`src/rtl/mfs_pkg.sv`:
```
package mfs_pkg;
    localparam int REG_W   = 8;
    localparam int NUM_SRC = 4;

    // register addresses
    localparam logic ADDR_MODE   = 1'b0;
    localparam logic ADDR_STATUS = 1'b1;

    // condition source index == status bit position
    localparam int SRC_DRV = 0;
    localparam int SRC_SUP = 1;
    localparam int SRC_OT  = 2;
    localparam int SRC_REG = 3;

    // mode register bit positions
    localparam int B_RST  = 7;
    localparam int B_WAKE = 6;
    localparam int B_SPARE = 5;
    localparam int B_DRV  = 4;
    localparam int B_SUP  = 3;
    localparam int B_OT   = 2;
    localparam int B_UVEN = 1;
    localparam int B_DIS  = 0;

    typedef enum logic [0:0] {
        ST_RUN     = 1'b0,
        ST_SOFTRST = 1'b1
    } rst_state_t;
endpackage

```
`src/rtl/mfs_ctrl_fsm.sv`:
```
module mfs_ctrl_fsm
    import mfs_pkg::*;
(
    input  logic clk,
    input  logic rst_n,
    input  logic rst_wr_hit,
    output logic rst_req,
    output logic in_rst,
    output logic wr_ok
);
    rst_state_t state_q, state_d;

    always_ff @(posedge clk or negedge rst_n) begin
        if (!rst_n) state_q <= ST_RUN;
        else        state_q <= state_d;
    end

    always_comb begin
        state_d = state_q;
        unique case (state_q)
            ST_RUN:     if (rst_wr_hit) state_d = ST_SOFTRST;  // T_RST_REQ
            ST_SOFTRST: state_d = ST_RUN;                      // T_RST_DONE
            default:    state_d = ST_RUN;
        endcase
    end

    always_comb begin
        rst_req = 1'b0;
        in_rst  = 1'b0;
        wr_ok   = 1'b0;
        unique case (state_q)
            ST_RUN: begin
                rst_req = rst_wr_hit;
                wr_ok   = 1'b1;
            end
            ST_SOFTRST: begin
                in_rst = 1'b1;
            end
            default: ;
        endcase
    end

    // soft reset lasts exactly one cycle
    a_r8_rst_one_cycle: assert property (@(posedge clk) disable iff (!rst_n)
        (state_q == ST_SOFTRST) |=> (state_q == ST_RUN));
    // no second reset request while already resetting
    a_r9_no_req_in_rst: assert property (@(posedge clk) disable iff (!rst_n)
        in_rst |-> !rst_req);
endmodule

```
`src/rtl/mfs_cond_track.sv`:
```
module mfs_cond_track #(
    parameter int N = 4
) (
    input  logic         clk,
    input  logic         rst_n,
    input  logic [N-1:0] raw,
    output logic [N-1:0] live,
    output logic [N-1:0] rise
);
    logic [N-1:0] prev_q;

    for (genvar i = 0; i < N; i++) begin : g_src
        always_ff @(posedge clk or negedge rst_n) begin
            if (!rst_n) begin
                live[i]   <= 1'b0;
                prev_q[i] <= 1'b0;
            end else begin
                live[i]   <= raw[i];
                prev_q[i] <= live[i];
            end
        end
        assign rise[i] = live[i] & ~prev_q[i];
    end

    // live value follows its input one clock later
    a_r3_live_follows: assert property (@(posedge clk) disable iff (!rst_n)
        1'b1 |=> (live == $past(raw)));
endmodule

```
`src/rtl/mfs_sticky_bank.sv`:
```
module mfs_sticky_bank #(
    parameter int N = 4
) (
    input  logic         clk,
    input  logic         rst_n,
    input  logic [N-1:0] set_pulse,
    input  logic         clr_rd,
    input  logic         clr_all,
    output logic [N-1:0] sticky,
    output logic         irq
);
    for (genvar i = 0; i < N; i++) begin : g_bit
        always_ff @(posedge clk or negedge rst_n) begin
            if (!rst_n)            sticky[i] <= 1'b0;
            else if (clr_all)      sticky[i] <= 1'b0;
            else if (set_pulse[i]) sticky[i] <= 1'b1;
            else if (clr_rd)       sticky[i] <= 1'b0;
        end
    end

    assign irq = |sticky;

    // a read with no concurrent edge empties the bank
    a_r6_read_clears: assert property (@(posedge clk) disable iff (!rst_n)
        (clr_rd && !clr_all && (set_pulse == '0)) |=> (sticky == '0));
    // set bits stay set unless cleared
    a_r5_sticky_holds: assert property (@(posedge clk) disable iff (!rst_n)
        (!clr_rd && !clr_all) |=> ((sticky & $past(sticky)) == $past(sticky)));
    // nothing survives a reset cycle
    a_r9_block_in_rst: assert property (@(posedge clk) disable iff (!rst_n)
        clr_all |=> (sticky == '0));
endmodule

```
`src/rtl/mfs_mode_reg.sv`:
```
module mfs_mode_reg
    import mfs_pkg::*;
(
    input  logic             clk,
    input  logic             rst_n,
    input  logic             bus_addr,
    input  logic             bus_wr,
    input  logic             bus_rd,
    input  logic [REG_W-1:0] bus_wdata,
    output logic [REG_W-1:0] bus_rdata,
    input  logic             drv_fault_in,
    input  logic             sup_uv_in,
    input  logic             ot_warn_in,
    input  logic             logic_sup_ok,
    input  logic             reg_uv_in,
    output logic             irq,
    output logic             uv_out,
    output logic             wake_en,
    output logic             reg_disable
);
    logic [NUM_SRC-1:0] raw, live, rise, sticky;
    logic rst_wr_hit, rst_req, in_rst, wr_ok;
    logic mode_wr, stat_rd;
    logic wake_q, uven_q, dis_q;
    logic [REG_W-1:0] mode_view, stat_view;

    assign raw[SRC_DRV] = drv_fault_in;
    assign raw[SRC_SUP] = sup_uv_in & logic_sup_ok;
    assign raw[SRC_OT]  = ot_warn_in;
    assign raw[SRC_REG] = reg_uv_in;

    assign rst_wr_hit = bus_wr && (bus_addr == ADDR_MODE) && bus_wdata[B_RST];
    assign mode_wr    = wr_ok && bus_wr && (bus_addr == ADDR_MODE);
    assign stat_rd    = bus_rd && (bus_addr == ADDR_STATUS);

    mfs_ctrl_fsm u_fsm (
        .clk        (clk),
        .rst_n      (rst_n),
        .rst_wr_hit (rst_wr_hit),
        .rst_req    (rst_req),
        .in_rst     (in_rst),
        .wr_ok      (wr_ok)
    );

    mfs_cond_track #(.N(NUM_SRC)) u_cond (
        .clk   (clk),
        .rst_n (rst_n),
        .raw   (raw),
        .live  (live),
        .rise  (rise)
    );

    mfs_sticky_bank #(.N(NUM_SRC)) u_sticky (
        .clk       (clk),
        .rst_n     (rst_n),
        .set_pulse (rise),
        .clr_rd    (stat_rd),
        .clr_all   (rst_req | in_rst),
        .sticky    (sticky),
        .irq       (irq)
    );

    always_ff @(posedge clk or negedge rst_n) begin
        if (!rst_n) begin
            wake_q <= 1'b0;
            uven_q <= 1'b0;
            dis_q  <= 1'b0;
        end else if (rst_req) begin
            wake_q <= 1'b0;
            uven_q <= 1'b0;
            dis_q  <= 1'b0;
        end else if (mode_wr) begin
            wake_q <= bus_wdata[B_WAKE];
            uven_q <= bus_wdata[B_UVEN];
            dis_q  <= bus_wdata[B_DIS];
        end
    end

    always_comb begin
        mode_view          = '0;
        mode_view[B_RST]   = in_rst;
        mode_view[B_WAKE]  = wake_q;
        mode_view[B_SPARE] = 1'b0;
        mode_view[B_DRV]   = live[SRC_DRV];
        mode_view[B_SUP]   = live[SRC_SUP];
        mode_view[B_OT]    = live[SRC_OT];
        mode_view[B_UVEN]  = uven_q;
        mode_view[B_DIS]   = dis_q;
        stat_view          = '0;
        stat_view[NUM_SRC-1:0] = sticky;
    end

    assign bus_rdata   = (bus_addr == ADDR_MODE) ? mode_view : stat_view;
    assign uv_out      = uven_q & live[SRC_REG];
    assign wake_en     = wake_q;
    assign reg_disable = dis_q;

    // interrupt request stays low during the soft-reset cycle
    a_r8_irq_quiet: assert property (@(posedge clk) disable iff (!rst_n)
        in_rst |-> !irq);
    // a normal mode write leaves the live bits tracking conditions
    a_r3_live_ignores_write: assert property (@(posedge clk) disable iff (!rst_n)
        (mode_wr && !bus_wdata[B_RST]) |=>
        ({live[SRC_DRV], live[SRC_SUP], live[SRC_OT]} ==
         $past({drv_fault_in, sup_uv_in & logic_sup_ok, ot_warn_in})));
    // a normal write lands in the writable bits
    a_r2_write_lands: assert property (@(posedge clk) disable iff (!rst_n)
        (mode_wr && !bus_wdata[B_RST]) |=>
        ({wake_en, reg_disable} == $past({bus_wdata[B_WAKE], bus_wdata[B_DIS]})));
endmodule

```
`config.mk`:
```
export PLATFORM = sky130hd
export DESIGN_NAME = mfs_mode_reg
export DESIGN_NICKNAME = d
export VERILOG_FILES = /design/src/rtl/mfs_pkg.sv /design/src/rtl/mfs_ctrl_fsm.sv /design/src/rtl/mfs_cond_track.sv /design/src/rtl/mfs_sticky_bank.sv /design/src/rtl/mfs_mode_reg.sv
export SDC_FILE = /design/constraint.sdc
export NUM_CORES = 1
export LEC_CHECK = 0
export BUFFER_PORTS_ARGS = -buffer_cell sky130_fd_sc_hd__buf_2
export CAP_MARGIN = 10
export CORE_MARGIN = 3
export CORE_UTILIZATION = 48
export CTS_BUF_LIST = sky130_fd_sc_hd__clkbuf_4 sky130_fd_sc_hd__clkbuf_8
export DETAILED_ROUTE_END_ITERATION = 6
export GPL_TIMING_DRIVEN = 1
export PLACE_DENSITY = 0.84
export SLEW_MARGIN = 15
export SYNTH_ARGS = -nofsm -noshare
export SYNTH_HDL_FRONTEND = slang
export SYNTH_HIERARCHICAL = 1
export SYNTH_SLANG_ARGS = --single-unit
export TNS_END_PERCENT = 30
```
`constraint.sdc`:
```
create_clock -name clk -period 1.3 [get_ports clk]
set_clock_uncertainty 0.1 [all_clocks]
set_input_delay 0.065 -clock clk [delete_from_list [all_inputs] [get_ports clk]]
set_output_delay 0.065 -clock clk [all_outputs]
set_load 0.01 [all_outputs]
```
Word-level counts from Yosys, hierarchy flattened. Cells that the tools add are included.

Bitwise gates (word level): 13. Reductions and logical operators: 11. Mux-type cells: 21.

Operators by type and width (count): $mux 1 (19); $reduce_bool 3->1 (4); $mux 8 (1); $and 1x1->1 (6); $not 1->1 (6); $logic_and 1x1->1 (5); $reduce_or 4->1 (1); $pmux 1 s2 (1); $reduce_bool 2->1 (1); $or 1x1->1 (1).

Flip-flop bits (word level): 16. Logic and storage cells: 61. Input bits: 18. Output and inout port bits: 12.

Longest topological paths before layout. Gate-level depths: netlist (run 1).

Depth in word-level cells: 6. Depth in mapped cells: 5. Depth with buffers taken out: 4.

Modules after synthesis. The synthesis (run 1) kept the hierarchy.

By module, submodules not included: mfs_mode_reg (cells each 29, area each 281.5 um^2, sequential area each 75.1 um^2, instances 1); mfs_cond_track (cells each 12, area each 255.2 um^2, sequential area each 200.2 um^2, instances 1); mfs_sticky_bank (cells each 17, area each 168.9 um^2, sequential area each 100.1 um^2, instances 1); mfs_ctrl_fsm (cells each 3, area each 35.0 um^2, sequential area each 25.0 um^2, instances 1).

Worst setup path after synthesis (run 1). No wires, ideal clock.

Kind: input-to-reg. Start: input bus_addr. End: register u_sticky.sticky[0]. Cell stages on the path: 5. Path buffers: 1. Slack: 0.205 ns. Data arrival time: 0.918 ns. Library setup time: 0.077 ns. Data required time: 1.123 ns. Cell sequence: buf_4 > and3b_1 > nor2b_1 > or2_2 > a21oi_1.

Cells in the longest elaborated chain, start to end: 6. Elaborated cells between the ends (all ways): 8. Classes of those cells: mux: 2; bitwise: 2; reduce/logical: 4.

RTL lines: from (decl) (RTL line mfs_mode_reg.sv:6) `input logic bus_addr,`; $not 1->1 (*); $logic_and 1x1->1 (*) (2 in series) (RTL line mfs_mode_reg.sv:32) `assign rst_wr_hit = bus_wr && (bus_addr == ADDR_MODE) && bus_wdata[B_RST];`; via rst_wr_hit (RTL line mfs_mode_reg.sv:22) `logic rst_wr_hit, rst_req, in_rst, wr_ok;`; $mux 1 (*) (RTL line mfs_ctrl_fsm.sv:31) `unique case (state_q)`; via rst_req (RTL line mfs_mode_reg.sv:22); $or 1x1->1 (*) (RTL line mfs_mode_reg.sv:58) `.clr_all (rst_req | in_rst),`; $reduce_bool 3->1 (no source line) or $mux 1 (tied branches); to (signal, indexed assignment) (RTL line mfs_sticky_bank.sv:14) `if (!rst_n) sticky[i] <= 1'b0;`; to (signal, indexed assignment) (RTL line mfs_sticky_bank.sv:15) `else if (clr_all) sticky[i] <= 1'b0;`; to (signal, indexed assignment) (RTL line mfs_sticky_bank.sv:16) `else if (set_pulse[i]) sticky[i] <= 1'b1;`; to (decl) (RTL line mfs_sticky_bank.sv:9) `output logic [N-1:0] sticky,`.

Mark *: on every way through the listed nets, which the timed path passes. The rest lies on a longest branch. A chain may end at the register's enable or synchronous reset.

Final worst setup path (run 1).
Start: register u_sticky.sticky[1]. End: output irq.

Cells in the longest elaborated chain, start to end: 1.

RTL lines: $reduce_or 4->1 (RTL line mfs_sticky_bank.sv:21) `assign irq = |sticky;`; to (decl) (RTL line mfs_mode_reg.sv:16) `output logic irq,`.

Every way passes these cells.

==> results of run 1 <==
-- report_power, final --
part	internal [mW]	leakage, nW	total [mW]	switching (mW)
clock network	0.107	0.0138	0.247	0.140
registers	0.542	0.197	0.575	0.0330
logic	0.167	0.333	0.276	0.109
total	0.816	0.544	1.10	0.282
-- sequential cells by signal, indices dropped and copies added, names as in the netlist --
name / count
reg_disable: 1
wake_en: 1
u_fsm/state_q: 1
uven_q: 1
u_sticky/sticky: 4
u_cond/prev_q: 4
u_cond/live: 4
-- cells by family after synthesis --
family | Yosys count
AND/OR/NAND/NOR | 25
flip-flops | 16
buffers and inverters | 8
multiplexers | 7
AO/OA/AOI/OAI | 4
other | 1
-- per-stage QoR --
stage / power, mW / worst slack [ps] / hold WS (ps) / instance area [um2]
floorplan: 0.699 / 205 / -331 / 741
global placement: 0.771 / 114 / -113 / 861
detailed placement: 0.779 / 90.8 / -106 / 861
CTS: 1.06 / -184 / 119 / 1000
global route: 1.16 / -212 / 142 / 1040
finish: 1.10 / -187 / 121 / 1040
-- timing repair --
action | 4_1_cts | 5_1_grt
pin swaps | 1 | 1
setup endpoints to repair | 1 | 8
gates resized for setup | 3 | 6
setup buffers | 2 | 2
endpoints found under the hold margin | 23 | 0
hold buffers | 9 | 0
-- final cells by class --
| class | count | area (um2) | area share (%) |
|---|---|---|---|
| Timing Repair Buffer | 38 | 274 | 26.3 |
| Multi-Input combinational cell | 37 | 309 | 29.6 |
| Tap cell | 15 | 18.8 | 1.80 |
| Inverter | 5 | 18.8 | 1.80 |
| Sequential cell | 16 | 400 | 38.4 |
| Clock buffer | 3 | 22.5 | 2.16 |
-- worst min-delay path by stage --
stage               slack (ps)  cells after the start   start                  to
detailed placement        -110                      1   rst_n      u_cond/live[1]
floorplan                 -330                      0   rst_n         reg_disable
global route               140                      4  bus_rd  u_sticky/sticky[2]
global placement          -110                      1   rst_n      u_cond/live[1]
finish                     120                      2   rst_n      u_cond/live[0]
CTS                        120                      4  bus_rd  u_sticky/sticky[0]
-- worst register-to-register path: stages (launching register included) --
cell	delay (ps)
dfrtp_1	400
nor2b_2	90
or2_2	330
a21oi_1	180
-- layer usage --
layer / track usage (%) / vias to the layer above
met5: 0 / -
met4: 3.51 / 0
met1: 20.1 / 256
met3: 2.39 / 2
met2: 27.7 / 11
li1: - / 266
-- cells in the mapped netlist (all sizes together), types with 2 or more instances --
cell / count
mux2: 4
and2: 3
dfrtp: 16
and2b: 2
nor2b: 6
buf: 3
a21oi: 4
and3b: 2
nand2b: 9
mux2i: 3
inv: 5
==> impl_metrics.ini, run 1 <==
[layout]
final_common_cell = buf_2
area_growth_pct = 40.9
most-common-layout-cells = buf_2 (21), dfrtp_1 (16), nand2b_1 (9), dlygate4sd3_1 (9)
nNetsFinal = 119
antenna_cells = 0
layout-drive-gt1-share_pct = 42.4
layout.core_utilization_pct = 76.4
final_cells = 114
layout.filler_cells = 92

[synth]
synth_top_cell_area_share_pct = 54.1
synth_adder_area_share_pct = 0
post_synth_xor_area_fraction_pct = 0
postSynthNetCount = 79
syn-instance-count = 61
async_reset_ff_share_pct = 100
synth_compound_area_share_pct = 2.70
postSynth.topFlopCell = dfrtp_1
synthesis.yosys.warnings = 6
ys_seq_area_share_pct = 54.1
yosys.area_share.simple_pct = 26.5
synthTopCellsByArea = dfrtp_1 (54%), nand2b_1 (7.6%), nor2b_4 (7.4%), mux2i_1 (4.1%), mux2_1 (3.0%)
synth_edf_count = 0
fraction_of_synthesized_area_in_multiplexers_pct = 10.1
largest_family_of_logic_cells_by_synthesized_area = simple AND/OR/NAND/NOR gates
synthDominantAreaCellType = dfrtp_1
synth.ff_latch_count = 16
syn_area_um2 = 741
synth_area_per_cell_um2 = 12.1
synth.distinct_cells = 18

[grt]
remaining_global_route_overflow = 0
grt_start_max_net_pins = 17
grt_util_all_layers_pct = 15.7
antenna_found_initial = 0
grt_pass1_vias = 524
wire_length_of_the_first_global_routing_pass_mm = 2.28

[critical_path]
reg2reg_from = u_fsm/state_q
worstPathArrival_ps = 1320
critical_path.top_delay_family = simple AND/OR/NAND/NOR gates
crit_slowest_cell = or4_1
worst_ep_required_time_ps = 1130
crit_cells = 2
critical_path.startpoint = u_sticky/sticky[1]
cpPeakStageDelay_ps = 510
worstRegToRegCells = 3
cp-end-kind = output port
worstReg2RegEnd = u_sticky/sticky[3]
r2r_slack_ps = 120
crit_path_end = irq
critical_path_peak_fanout = 2
cp-start-kind = flip-flop
setup.worst_path.class = flip-flop to output port
worstPathBufferInverterCount = 1
critical_path.cell_chain = or4_1 -> buf_2

[hold_path]
hold_removal_path_class = input port to asynchronous set/reset pin

[die]
die_height_um = 45.3
num_rows = 13
count_of_boundary_i_o_pins = 30
die_width_um = 45.3
core_area_um2 = 1370
start_util_pct = 54.2
fp.dieArea_um2 = 2050

[timing]
finalCriticalPeriod_ps = 1490
rsz0062_at_grt = true
fin_crit_sh_pct = 114
timing.setup.tns_ps = -359
max_clock_freq_mhz = 673
setup-violations-final = 3
slew_viol_final = 0
timing.final.ws_setup_ps = -187
finalHoldViolCount = 0

[routing]
route.met2.wl_um = 860
route.detailed.wl_per_inst_um = 13.7
detailroute.wirelength.met3_um = 52
drc = 0
avgViaCountPerCell = 4.69
drt_first_pass_iters = 2
detail_route.iter0.violations = 1
topRoutingLayerUsed = met4
antenna_violating_nets_post_route = 0
wirelength_met1_um = 641
wl_mm = 1.56
num_vias = 535

[pwr]
power_per_cell_area_nw_per_um2 = 1050
worst_ir_drop_vdd_uv = 847
p_leak_nw = 0.544

[clocking]
cts-buffers-inserted = 3
clk-insertion-delay-late_ps = 270
cts_buffer_depth = 2
cts_max_level = 1
clock_tree.root_cell = clkbuf_4
numClockSinks = 16
tritoncts = yes
clock_pin_slew_on_the_worst_setup_and_hold_paths_ps = 90

[placement]
io_buffers = 24
dp_cells = 98
dp_hpwl_um = 955
globalplace.congestion = 0.699

[outcome]
violations_in_the_final_reports = setup timing
status = finished with violations

[run]
cap_viol_max_count = 0
Power figures use the tool's default switching activity.
==> run 2, diff against run 1 <==
GPL_TIMING_DRIVEN = 0   (was 1)
PLACE_DENSITY = 0.8   (was 0.84)
==> impl_metrics.ini, run 2 (synthesis results as in run 1) <==
[outcome]
status = finished with violations
violations_in_the_final_reports = setup timing

[hold_path]
worst_hold_path.num_cells = 3
timing.hold.worst_endpoint = u_cond/live[1]
hold_removal_path_class = input port to flip-flop
min-delay-start = sup_uv_in

[critical_path]
worst_ep_required_time_ps = 1130
worstRegToRegCells = 3
cpPeakStageDelay_ps = 510
cp-start-kind = flip-flop
crit_slowest_cell = or4_1
cp-end-kind = output port
r2r_slack_ps = 170
worstPathBufferInverterCount = 1
reg2reg_from = u_fsm/state_q
critical_path_peak_fanout = 2
critical_path.cell_chain = or4_1 -> buf_2
critical_path.top_delay_family = simple AND/OR/NAND/NOR gates
worstReg2RegEnd = u_sticky/sticky[3]
setup.worst_path.class = flip-flop to output port
worstPathArrival_ps = 1350
critical_path.startpoint = u_sticky/sticky[1]

[placement]
dpl_cell_area_um2 = 875
place_ws_ps = 25.7
globalplace.congestion = 0.725
dp_hpwl_mm = 1.03
io_buffers = 23

[timing]
timing.final.ws_setup_ps = -214
slew_viol_final = 0
timing.setup.tns_ps = -263
fin_crit_sh_pct = 116
setup-violations-final = 2
max_clock_freq_mhz = 660
finalHoldViolCount = 0
finalCriticalPeriod_ps = 1510
rsz0062_at_grt = true

[layout]
most-common-layout-cells = buf_2 (19), dfrtp_1 (16), nand2b_1 (9)
layout.core_utilization_pct = 77.1
largestRegisters = u_cond/live x4, u_cond/prev_q x4, u_sticky/sticky x4
antenna_cells = 0
layout-drive-gt1-share_pct = 41.8
post-route-cell-area_um2 = 1050
layout.filler_cells = 99
final_common_cell = buf_2
nNetsFinal = 117
area_growth_pct = 42.2

[die]
start_util_pct = 54.2
core_area_um2 = 1370
die_width_um = 45.3
num_rows = 13
count_of_boundary_i_o_pins = 30
fp.dieArea_um2 = 2050
die_height_um = 45.3

[clocking]
cts_buffer_depth = 2
clk-insertion-delay-late_ps = 290
clock_pin_slew_on_the_worst_setup_and_hold_paths_ps = 90
clock_tree.root_cell = clkbuf_4
cts-buffers-inserted = 3
cts_max_level = 1
tritoncts = yes
numClockSinks = 16

[grt]
grt_pass1_vias = 593
antenna_found_initial = 0
grt_util_all_layers_pct = 17.7
remaining_global_route_overflow = 0
wire_length_of_the_first_global_routing_pass_mm = 2.50
grt_start_max_net_pins = 17

[routing]
wl_mm = 1.46
detail_route.iter0.violations = 8
antenna_violating_nets_post_route = 0
avgViaCountPerCell = 4.77
drt_first_pass_iters = 4
num_vias = 539
route.detailed.wl_per_inst_um = 12.9
drc = 0

[pwr]
power.total_mw = 1.17
power_per_cell_area_nw_per_um2 = 1110
worst_ir_drop_vdd_uv = 849
p_leak_nw = 0.557

[run]
cap_viol_max_count = 0
==> run 2: cell types whose count changed in the layout (fill, tap and decap cells not counted), sizes merged <==
cell | before | now
buf | 29 | 27
dlymetal6s4s | 0 | 1
dlygate4sd3 | 9 | 8
clkbuf | 3 | 4
==> run 2: what timing repair did <==
| action | 4_1_cts | 5_1_grt |
|---|---|---|
| gates resized for setup | 4 | 6 |
| hold buffers | 9 | 0 |
| endpoints found under the hold margin | 23 | 0 |
| setup endpoints to repair | 3 | 13 |
| buffers inserted | 1 | 1 |
==> run 2: layout make-up <==
class / instances / area (um2) / area share [%]
inverters: 5 / 18.8 / 1.78
multi-input cells: 37 / 309 / 29.3
plain buffers: 3 / 26.3 / 2.49
clock buffers: 4 / 36.3 / 3.44
well taps: 15 / 18.8 / 1.78
flip-flops and latches: 16 / 400 / 38.0
repair buffers: 33 / 244 / 23.2
==> run 2: worst max-delay path by stage <==
stage          slack, ps  depth (start not counted)            endpoint
6_report            -210                          2                 irq
2_1_floorplan        200                          5  u_sticky/sticky[0]
5_1_grt             -280                          2                 irq
3_3_place_gp          50                          5  u_sticky/sticky[1]
4_1_cts             -220                          2                 irq
3_5_place_dp          30                          5  u_sticky/sticky[3]
==> run 2: metrics by stage <==
stage / hold WS, ps / cells
2_1_floorplan: -331 / 61
3_3_place_gp: -114 / 99
3_5_place_dp: -102 / 99
4_1_cts: 94.7 / 113
5_1_grt: 66.9 / 113
6_report: 60.0 / 113
==> run 2: where the power goes <==
group | internal [mW] | switching, mW | total (mW)
registers | 0.542 | 0.0340 | 0.576
logic | 0.161 | 0.104 | 0.264
clock network | 0.171 | 0.162 | 0.332
total | 0.874 | 0.299 | 1.17
==> run 2: routing by layer <==
layer	routed length (um)	up-vias	GRT usage, %	part of all wire [%]
li1	-	264	-	-
met1	629	250	21.2	43
met2	684	20	28.0	47
met3	106	5	5.18	7.3
met4	39	0	10.5	2.7
met5	0	-	0	0
==> run 2: worst register-to-register path: stages, from the launching register on <==
cell and delay, ps:
dfrtp_1 390, nor2b_2 90, or2_2 320, a21oi_1 150
==> run 3, diff against run 2 <==
SKIP_LAST_GASP = 1   (was unset)
==> impl_metrics.ini, run 3 (synthesis results as in run 1) <==
[layout]
layout-drive-gt1-share_pct = 39.8
post-route-cell-area_um2 = 1020
final_cells = 113
most-common-layout-cells = buf_2 (22), dfrtp_1 (16), nand2b_1 (9), dlygate4sd3_1 (9), inv_1 (5)
nNetsFinal = 117
antenna_cells = 0
layout.core_utilization_pct = 75.0
largestRegisters = u_cond/live x4, u_cond/prev_q x4, u_sticky/sticky x4
layout.filler_cells = 102
final_common_cell = buf_2
area_growth_pct = 38.3

[pwr]
p_leak_nw = 0.533
power_per_cell_area_nw_per_um2 = 1120
worst_ir_drop_vdd_uv = 803
power.total_mw = 1.14

[routing]
route.met2.wl_um = 712
topRoutingLayerUsed = met4
wl_mm = 1.45
detail_route.iter0.violations = 13
avgViaCountPerCell = 4.72
detailroute.wirelength.met3_um = 95
drt_first_pass_iters = 4
route.detailed.wl_per_inst_um = 12.8
wirelength_met1_um = 630
antenna_violating_nets_post_route = 0
drc = 0
num_vias = 533

[critical_path]
reg2reg_from = u_fsm/state_q
worst_ep_required_time_ps = 1130
cp-end-kind = output port
critical_path_peak_fanout = 2
setup.worst_path.class = flip-flop to output port
cp-start-kind = flip-flop
worstPathArrival_ps = 1340
worstReg2RegEnd = u_sticky/sticky[3]
worstRegToRegCells = 3
r2r_slack_ps = 170

[placement]
dpl_cell_area_um2 = 875
dp_hpwl_mm = 1.03
io_buffers = 23
globalplace.congestion = 0.725
dp_cells = 99
place_ws_ps = 25.7

[timing]
rsz0062_at_grt = true
timing.final.ws_setup_ps = -209
timing.setup.tns_ps = -253
setup-violations-final = 2
fin_crit_sh_pct = 116
finalCriticalPeriod_ps = 1510
slew_viol_final = 0
fin_hold_ws_ps = 105
max_clock_freq_mhz = 663
finalHoldViolCount = 0

[clocking]
clk-insertion-delay-late_ps = 280
tritoncts = yes
cts_buffer_depth = 2
numClockSinks = 16
clock_tree.root_cell = clkbuf_4
clock_pin_slew_on_the_worst_setup_and_hold_paths_ps = 90
cts-buffers-inserted = 3
cts_max_level = 1

[hold_path]
hold_removal_path_class = input port to asynchronous set/reset pin

[grt]
remaining_global_route_overflow = 0
grt_util_all_layers_pct = 17.5
antenna_found_initial = 0
grt_start_max_net_pins = 17
wire_length_of_the_first_global_routing_pass_mm = 2.46
grt_pass1_vias = 592

[die]
count_of_boundary_i_o_pins = 30
fp.dieArea_um2 = 2050
num_rows = 13
die_width_um = 45.3
start_util_pct = 54.2
die_height_um = 45.3
core_area_um2 = 1370

[run]
cap_viol_max_count = 0

[outcome]
status = finished with violations
violations_in_the_final_reports = setup timing
-- run 3: cell count changes in the layout (fill, tap and decap cells not counted), sizes merged --
cell,delta
dlygate4sd3,+1
dlymetal6s4s,-1
-- run 3: final cells by class --
| class | count | area (um2) | area share (%) |
|---|---|---|---|
| plain buffers | 3 | 26.3 | 2.56 |
| clock buffers | 4 | 36.3 | 3.54 |
| inverters | 5 | 18.8 | 1.83 |
| multi-input cells | 37 | 302 | 29.4 |
| flip-flops and latches | 16 | 400 | 39.1 |
| well taps | 15 | 18.8 | 1.83 |
| repair buffers | 33 | 223 | 21.7 |
-- run 3: per-layer routing --
layer	global-route usage, %	vias to the layer above
li1	-	267
met1	20.4	245
met2	28.0	19
met3	5.18	2
met4	10.5	0
met5	0	-
-- run 3: how the worst max path moves through the flow --
| stage | cells after the start | slack (ps) | endpoint | start |
|---|---|---|---|---|
| 2_1_floorplan | 5 | 200 | u_sticky/sticky[0] | bus_addr |
| 3_3_place_gp | 5 | 50 | u_sticky/sticky[1] | bus_addr |
| 3_5_place_dp | 5 | 30 | u_sticky/sticky[3] | bus_addr |
| 4_1_cts | 2 | -220 | irq | u_sticky/sticky[1] |
| 5_1_grt | 2 | -270 | irq | u_sticky/sticky[1] |
| 6_report | 2 | -210 | irq | u_sticky/sticky[1] |
-- run 3: worst max-delay path, cell delays in order, from the launching register on --
cell     delay [ps]
dfrtp_1         400
or4_1           510
buf_2           150
-- run 3: power by group --
part | switching (mW) | internal (mW) | total (mW)
Combinational | 0.101 | 0.140 | 0.241
Clock | 0.155 | 0.171 | 0.326
Sequential | 0.0337 | 0.542 | 0.576
Total | 0.289 | 0.853 | 1.14
-- run 3: what timing repair did --
item                                    CTS  global route
hold buffers                              9             0
cloned                                    0             0
endpoints found under the setup margin    3            13
resized for setup                         0             4
setup buffers                             1             1
hold endpoints to repair                 23             0
